==> src/rtl/irev_pkg.sv <==
// Package: shared widths, bit positions and mode encoding for the interrupt
// event register. Assumes a fixed 13-bit register layout that software decodes.
package irev_pkg;
    localparam int EVT_W  = 13;
    localparam int MODE_W = 2;
    localparam int WIN_W  = 4;

    // Bit positions; software decodes these, so they are fixed.
    localparam int B_RXBYTE = 0;
    localparam int B_RXEND  = 1;
    localparam int B_TMO    = 2;
    localparam int B_TXE    = 3;
    localparam int B_CRC    = 4;
    localparam int B_OVR    = 5;
    localparam int B_LAST   = 6;
    localparam int B_RXERR  = 7;
    localparam int B_WIN0   = 8;
    localparam int B_RDEN   = 12;

    typedef enum logic [MODE_W-1:0] {
        LM_SIR = 2'd0,
        LM_MIR = 2'd1,
        LM_FIR = 2'd2,
        LM_RSV = 2'd3
    } link_mode_e;

    typedef logic [EVT_W-1:0] evt_vec_t;
endpackage

==> src/rtl/irev_tx_qual.sv <==
// Module: transmit-empty qualifier. Produces a one-cycle set request for the
// transmit-empty bit when a frame finishes with FIFO and shift register empty.
// A software FIFO clear blocks the request until data is written again.
// Assumes the frame-done input is a single-cycle pulse.
module irev_tx_qual (
    input  logic clk,
    input  logic rst_n,
    input  logic frame_done,
    input  logic fifo_empty,
    input  logic shift_empty,
    input  logic fifo_clear,
    input  logic fifo_write,
    output logic txe_set
);
    logic blocked;

    // Track whether the last FIFO action was a software clear.
    always_ff @(posedge clk) begin
        if (!rst_n)          blocked <= 1'b0;
        else if (fifo_clear) blocked <= 1'b1;
        else if (fifo_write) blocked <= 1'b0;
    end

    // Qualify the frame-done pulse with both empty levels and the block.
    always_comb begin
        txe_set = frame_done & fifo_empty & shift_empty & ~fifo_clear & ~blocked;
    end
endmodule

==> src/rtl/irev_mode_mux.sv <==
// Module: event-to-bit mapping. Combines raw event pulses into the 13-bit
// set vector, routing the shared positions by link mode and gating the
// SIR-only and level-copy-only sources. Purely combinational.
module irev_mode_mux
    import irev_pkg::*;
(
    input  logic [MODE_W-1:0] link_mode,
    input  logic              auto_copy,
    input  logic              ev_rx_byte,
    input  logic              ev_eof_char,
    input  logic              ev_stop_flag,
    input  logic              ev_timeout,
    input  logic              txe_set,
    input  logic              ev_crc_err,
    input  logic              ev_overrun,
    input  logic              ev_last_read,
    input  logic              rx_fifo_empty,
    input  logic              ev_stopbit_miss,
    input  logic              ev_abort,
    input  logic              ev_decode_err,
    input  logic [WIN_W-1:0]  ev_window,
    input  logic              ev_read_en,
    output evt_vec_t          set_vec
);
    link_mode_e mode;
    evt_vec_t   base_vec;
    evt_vec_t   win_vec;

    assign mode    = link_mode_e'(link_mode);
    assign win_vec = evt_vec_t'(ev_window) << B_WIN0;

    // Map each source to its bit, routing the mode-shared positions.
    always_comb begin
        base_vec           = '0;
        base_vec[B_TMO]    = ev_timeout;
        base_vec[B_TXE]    = txe_set;
        base_vec[B_CRC]    = ev_crc_err;
        base_vec[B_OVR]    = ev_overrun;
        base_vec[B_LAST]   = ev_last_read & rx_fifo_empty;
        base_vec[B_RDEN]   = ev_read_en & auto_copy;
        case (mode)
            LM_SIR: begin
                base_vec[B_RXBYTE] = ev_rx_byte;
                base_vec[B_RXEND]  = ev_eof_char;
                base_vec[B_RXERR]  = ev_stopbit_miss;
            end
            LM_MIR: begin
                base_vec[B_RXEND]  = ev_stop_flag;
                base_vec[B_RXERR]  = ev_abort;
            end
            LM_FIR: begin
                base_vec[B_RXEND]  = ev_stop_flag;
                base_vec[B_RXERR]  = ev_decode_err;
            end
            default: ;
        endcase
    end

    assign set_vec = base_vec | win_vec;
endmodule

==> src/rtl/irev_status_bank.sv <==
// Module: bank of sticky status bits with clear-on-read and masked OR.
// A set request in the clearing cycle wins over the clear. Assumes the
// read strobe lasts one cycle per CPU read.
module irev_status_bank #(
    parameter int W = 13
) (
    input  logic         clk,
    input  logic         rst_n,
    input  logic         rd_clear,
    input  logic [W-1:0] set_vec,
    input  logic [W-1:0] enable,
    output logic [W-1:0] status,
    output logic         irq
);
    for (genvar i = 0; i < W; i++) begin : g_bit
        // Hold one event bit: set has priority over the read clear.
        always_ff @(posedge clk) begin
            if (!rst_n) status[i] <= 1'b0;
            else        status[i] <= (status[i] & ~rd_clear) | set_vec[i];
        end
    end

    // Combine enabled bits into the interrupt line.
    always_comb begin
        irq = |(status & enable);
    end
endmodule

==> src/rtl/irev_top.sv <==
// Module: top of the mode-dependent interrupt event register. Wires the
// transmit qualifier, the mode multiplexer and the status bank. Assumes all
// event inputs are synchronous single-cycle pulses and levels are synchronous.
module irev_top
    import irev_pkg::*;
(
    input  logic              clk,
    input  logic              rst_n,
    input  logic [MODE_W-1:0] link_mode,
    input  logic              auto_copy,
    input  logic              rd_strobe,
    input  logic [EVT_W-1:0]  enable,
    input  logic              ev_rx_byte,
    input  logic              ev_eof_char,
    input  logic              ev_stop_flag,
    input  logic              ev_timeout,
    input  logic              tx_frame_done,
    input  logic              tx_fifo_empty,
    input  logic              tx_shift_empty,
    input  logic              tx_fifo_clear,
    input  logic              tx_fifo_write,
    input  logic              ev_crc_err,
    input  logic              ev_overrun,
    input  logic              ev_last_read,
    input  logic              rx_fifo_empty,
    input  logic              ev_stopbit_miss,
    input  logic              ev_abort,
    input  logic              ev_decode_err,
    input  logic [WIN_W-1:0]  ev_window,
    input  logic              ev_read_en,
    output logic [EVT_W-1:0]  status,
    output logic              irq
);
    logic     txe_set;
    evt_vec_t set_vec;

    irev_tx_qual u_txq (
        .clk         (clk),
        .rst_n       (rst_n),
        .frame_done  (tx_frame_done),
        .fifo_empty  (tx_fifo_empty),
        .shift_empty (tx_shift_empty),
        .fifo_clear  (tx_fifo_clear),
        .fifo_write  (tx_fifo_write),
        .txe_set     (txe_set)
    );

    irev_mode_mux u_mux (
        .link_mode       (link_mode),
        .auto_copy       (auto_copy),
        .ev_rx_byte      (ev_rx_byte),
        .ev_eof_char     (ev_eof_char),
        .ev_stop_flag    (ev_stop_flag),
        .ev_timeout      (ev_timeout),
        .txe_set         (txe_set),
        .ev_crc_err      (ev_crc_err),
        .ev_overrun      (ev_overrun),
        .ev_last_read    (ev_last_read),
        .rx_fifo_empty   (rx_fifo_empty),
        .ev_stopbit_miss (ev_stopbit_miss),
        .ev_abort        (ev_abort),
        .ev_decode_err   (ev_decode_err),
        .ev_window       (ev_window),
        .ev_read_en      (ev_read_en),
        .set_vec         (set_vec)
    );

    irev_status_bank #(.W(EVT_W)) u_bank (
        .clk      (clk),
        .rst_n    (rst_n),
        .rd_clear (rd_strobe),
        .set_vec  (set_vec),
        .enable   (enable),
        .status   (status),
        .irq      (irq)
    );
endmodule

==> config.mk <==
export PLATFORM = sky130hd
export DESIGN_NAME = irev_top
export DESIGN_NICKNAME = d
export VERILOG_FILES = /design/src/rtl/irev_pkg.sv /design/src/rtl/irev_tx_qual.sv /design/src/rtl/irev_mode_mux.sv /design/src/rtl/irev_status_bank.sv /design/src/rtl/irev_top.sv
export SDC_FILE = /design/constraint.sdc
export NUM_CORES = 1
export LEC_CHECK = 0
export BUFFER_PORTS_ARGS = -buffer_cell sky130_fd_sc_hd__buf_2
export CAP_MARGIN = 20
export CORE_AREA = 2 2 52 54
export DETAILED_ROUTE_END_ITERATION = 7
export DIE_AREA = 0 0 54 56
export MAX_ROUTING_LAYER = met4
export PLACE_DENSITY_LB_ADDON = 0.12
export SLEW_MARGIN = 25
export SYNTH_ARGS = -nofsm -noshare
export SYNTH_HDL_FRONTEND = slang
export SYNTH_HIERARCHICAL = 1
export SYNTH_SLANG_ARGS = --single-unit
export TNS_END_PERCENT = 10
==> constraint.sdc <==
create_clock -name clk -period 1.5 [get_ports clk]
set_input_delay 0.225 -clock clk [delete_from_list [all_inputs] [get_ports clk]]
set_output_delay 0.225 -clock clk [all_outputs]
set_load 0.005 [all_outputs]
==> results.sh <==
export IMPL_n_fill_cell=259
export IMPL_status="finished with violations"
export IMPL_die_area_um2=3020
export IMPL_clockRootBuffer="clkbuf_4"
export IMPL_hp_start="ev_window[3]"
export IMPL_syn_area_um2=718
export IMPL_dr_pass1_iters=4
export IMPL_drt_iter0_markers=7
export IMPL_synth_compound_gate_area_share_pct=23.7
export IMPL_final_common_cell="buf_2"
export IMPL_period_share_pct=101
export IMPL_vias_per_cell=4.40
export IMPL_crit_path_start="u_bank/status[0]"
export IMPL_overflow=0
export IMPL_ys_warnings_count=6
export IMPL_synthCells=75
export IMPL_cts_htree_levels=1
export IMPL_wirelength_mm=1.68
export IMPL_synthSimpleGateAreaFrac_pct=19.5
export IMPL_place_congestion=0.743
export IMPL_finClkSkew_ns=0.000000583
export IMPL_synth_top_family_by_area="compound AO/OA/AOI/OAI gates"
export IMPL_fmax_mhz=660
export IMPL_fin_nets=168
export IMPL_cp_max_fo=3
export IMPL_path_clk_slew_ns=0.08
export IMPL_antenna_found_initial=0
export IMPL_die_height_um=56
export IMPL_grt_pass1_vias=618
export IMPL_leakage_nw=0.501
export IMPL_ant_nets=0
export IMPL_cts_tree="built"
export IMPL_grtUsageTotal_pct=12.3
export IMPL_grt_max_degree=15
export IMPL_cts_buffers=3
export IMPL_dieWidth_um=54
export IMPL_critical_path_arrival_ns=1.29
export IMPL_crit_type="reg2out"
export IMPL_maxCapViolCount=0
export IMPL_synth_xor_area_share_pct=0
export IMPL_maxSlewViolCount=0
export IMPL_period_needed_ns=1.51
export IMPL_num_vias=669
export IMPL_setup_violations=1
export IMPL_post_route_util_pct=40.6
export IMPL_hp_class="in2reg"
export IMPL_antenna_cells=0
export IMPL_hold_buffers=0
export IMPL_violations="negative setup slack"
export IMPL_ios=54
export IMPL_clk_latency_ns=0.27
export IMPL_muxShareOfSynthArea_pct=0
export IMPL_final_hold_viol_count=0
export IMPL_drive_gt1_share_pct=50.0
export IMPL_numPortBuffers=53
export IMPL_rsz0062_at_grt="true"
export IMPL_synth_seq_cells=14
export IMPL_area_delta_synth_final_pct=37.6
export IMPL_cts_num_sinks=14
export IMPL_dp_slack_ns=0.217
export IMPL_grt_pass1_wl_mm=2.64
export IMPL_drcViolationCount=0
export IMPL_cp_data_required_time_ns=1.27
export IMPL_cts_path_max_buffers=2
export IMPL_place_hpwl_mm=1.33
export IMPL_endpoint_kind="output port"
export IMPL_synth_adder_area_share_pct=6.97
export IMPL_yosysSeqAreaShare_pct=39.0
export IMPL_final_cell_mix="buf_2 (53), nor2b_1 (14), o21a_1 (14)"
export IMPL_seqCellArea_um2=283
export IMPL_start_util_pct=29.5
export IMPL_synth_area_per_cell_um2=9.58
export IMPL_relSlewSlack_pct=81.4
export IMPL_rows=18
export IMPL_r2r_start="u_bank/status[9]"
export IMPL_syn_nets=119
export IMPL_peakVddDrop_mv=0.633
export IMPL_postLayoutSetupSlackWorst_ns=-0.0150
export IMPL_synth_cell_type_count=15
export IMPL_pwr_density_cell_nw_per_um2=775
export IMPL_multiInputGateArea_um2=365
export IMPL_worstSetupStartpointType="flop"
export IMPL_core_region_area_um2=2430
export IMPL_tightest_slew_ns=0.279
export IMPL_avgRoutedWirePerCell_um=11.0
final timing paths:
path	depth (start not counted)	slack (ns)	to
worst max register to register	3	0.66	u_bank/status[9]
worst min-delay path	2	0.15	u_bank/status[11]
worst min register to register	2	0.56	u_bank/status[3]
worst max-delay path	4	-0.01	irq
timing repair:
action                     CTS  global route
setup endpoints to repair    1             1
buffers inserted             1             0
pin swaps                    2             0
resized for setup            2             1
per-layer routing:
layer | vias to the layer above | wire length, um | GRT usage [%]
li1 | 349 | - | -
met1 | 281 | 811 | 16.6
met2 | 37 | 677 | 17.6
met3 | 2 | 177 | 4.84
met4 | 0 | 12 | 2.14
met5 | - | 0 | -
through the flow:
stage	instance area [um2]	hold WS [ns]	total power, mW	cells	setup TNS, ns
2_1_floorplan	718	0.343	0.496	75	0
3_3_place_gp	951	0.434	0.567	148	0
3_5_place_dp	951	0.438	0.570	148	0
4_1_cts	983	0.149	0.782	152	-0.0182
5_1_grt	988	0.152	0.814	152	-0.0512
6_report	988	0.154	0.766	152	-0.0150
cell usage after synthesis (all sizes together):
library cell  instances  share of area [%]
a22oi                 6                6.3
nand4                 1               0.87
a222oi                2                2.8
and2                  3                2.8
nor2                  3                1.6
nor2b                14                 12
and3                  1               0.87
dfxtp                14                 39
ha                    4                7.0
nand4b                1                1.2
buf                  10                9.8
o21a                 14                 15
inv                   2                1.0
where the power goes:
group	internal [mW]	total [mW]	switching (mW)	leakage [nW]
clock network	0.0929	0.203	0.110	0.0138
logic	0.0936	0.155	0.0610	0.370
registers	0.395	0.409	0.0142	0.117
state kept, by name (all words and copies together), names as in the netlist:
signal	flops
u_bank/status	13
u_txq/blocked	1
cell type report:
| class | instances | area share, % |
|---|---|---|
| multi-input combinational | 49 | 37.0 |
| tap | 30 | 3.80 |
| sequential | 14 | 28.6 |
| inverter | 2 | 0.759 |
| clock buffer | 3 | 2.28 |
| timing repair buffer | 54 | 27.6 |
worst max-delay path: stages (launching register included):
cell,delay [ns]
dfxtp_2,0.33
a222oi_1,0.28
and3_1,0.20
nand4_1,0.08
buf_2,0.14
cell families (layout without fill, tap and decap cells):
family | count (synthesis) | after routing
AND/OR/NAND/NOR | 23 | 23
adder cells (fa/ha/maj) | 4 | 4
flip-flops | 14 | 14
buffers and inverters | 12 | 59
AO/OA/AOI/OAI | 22 | 22
Power figures use the tool's default switching activity.
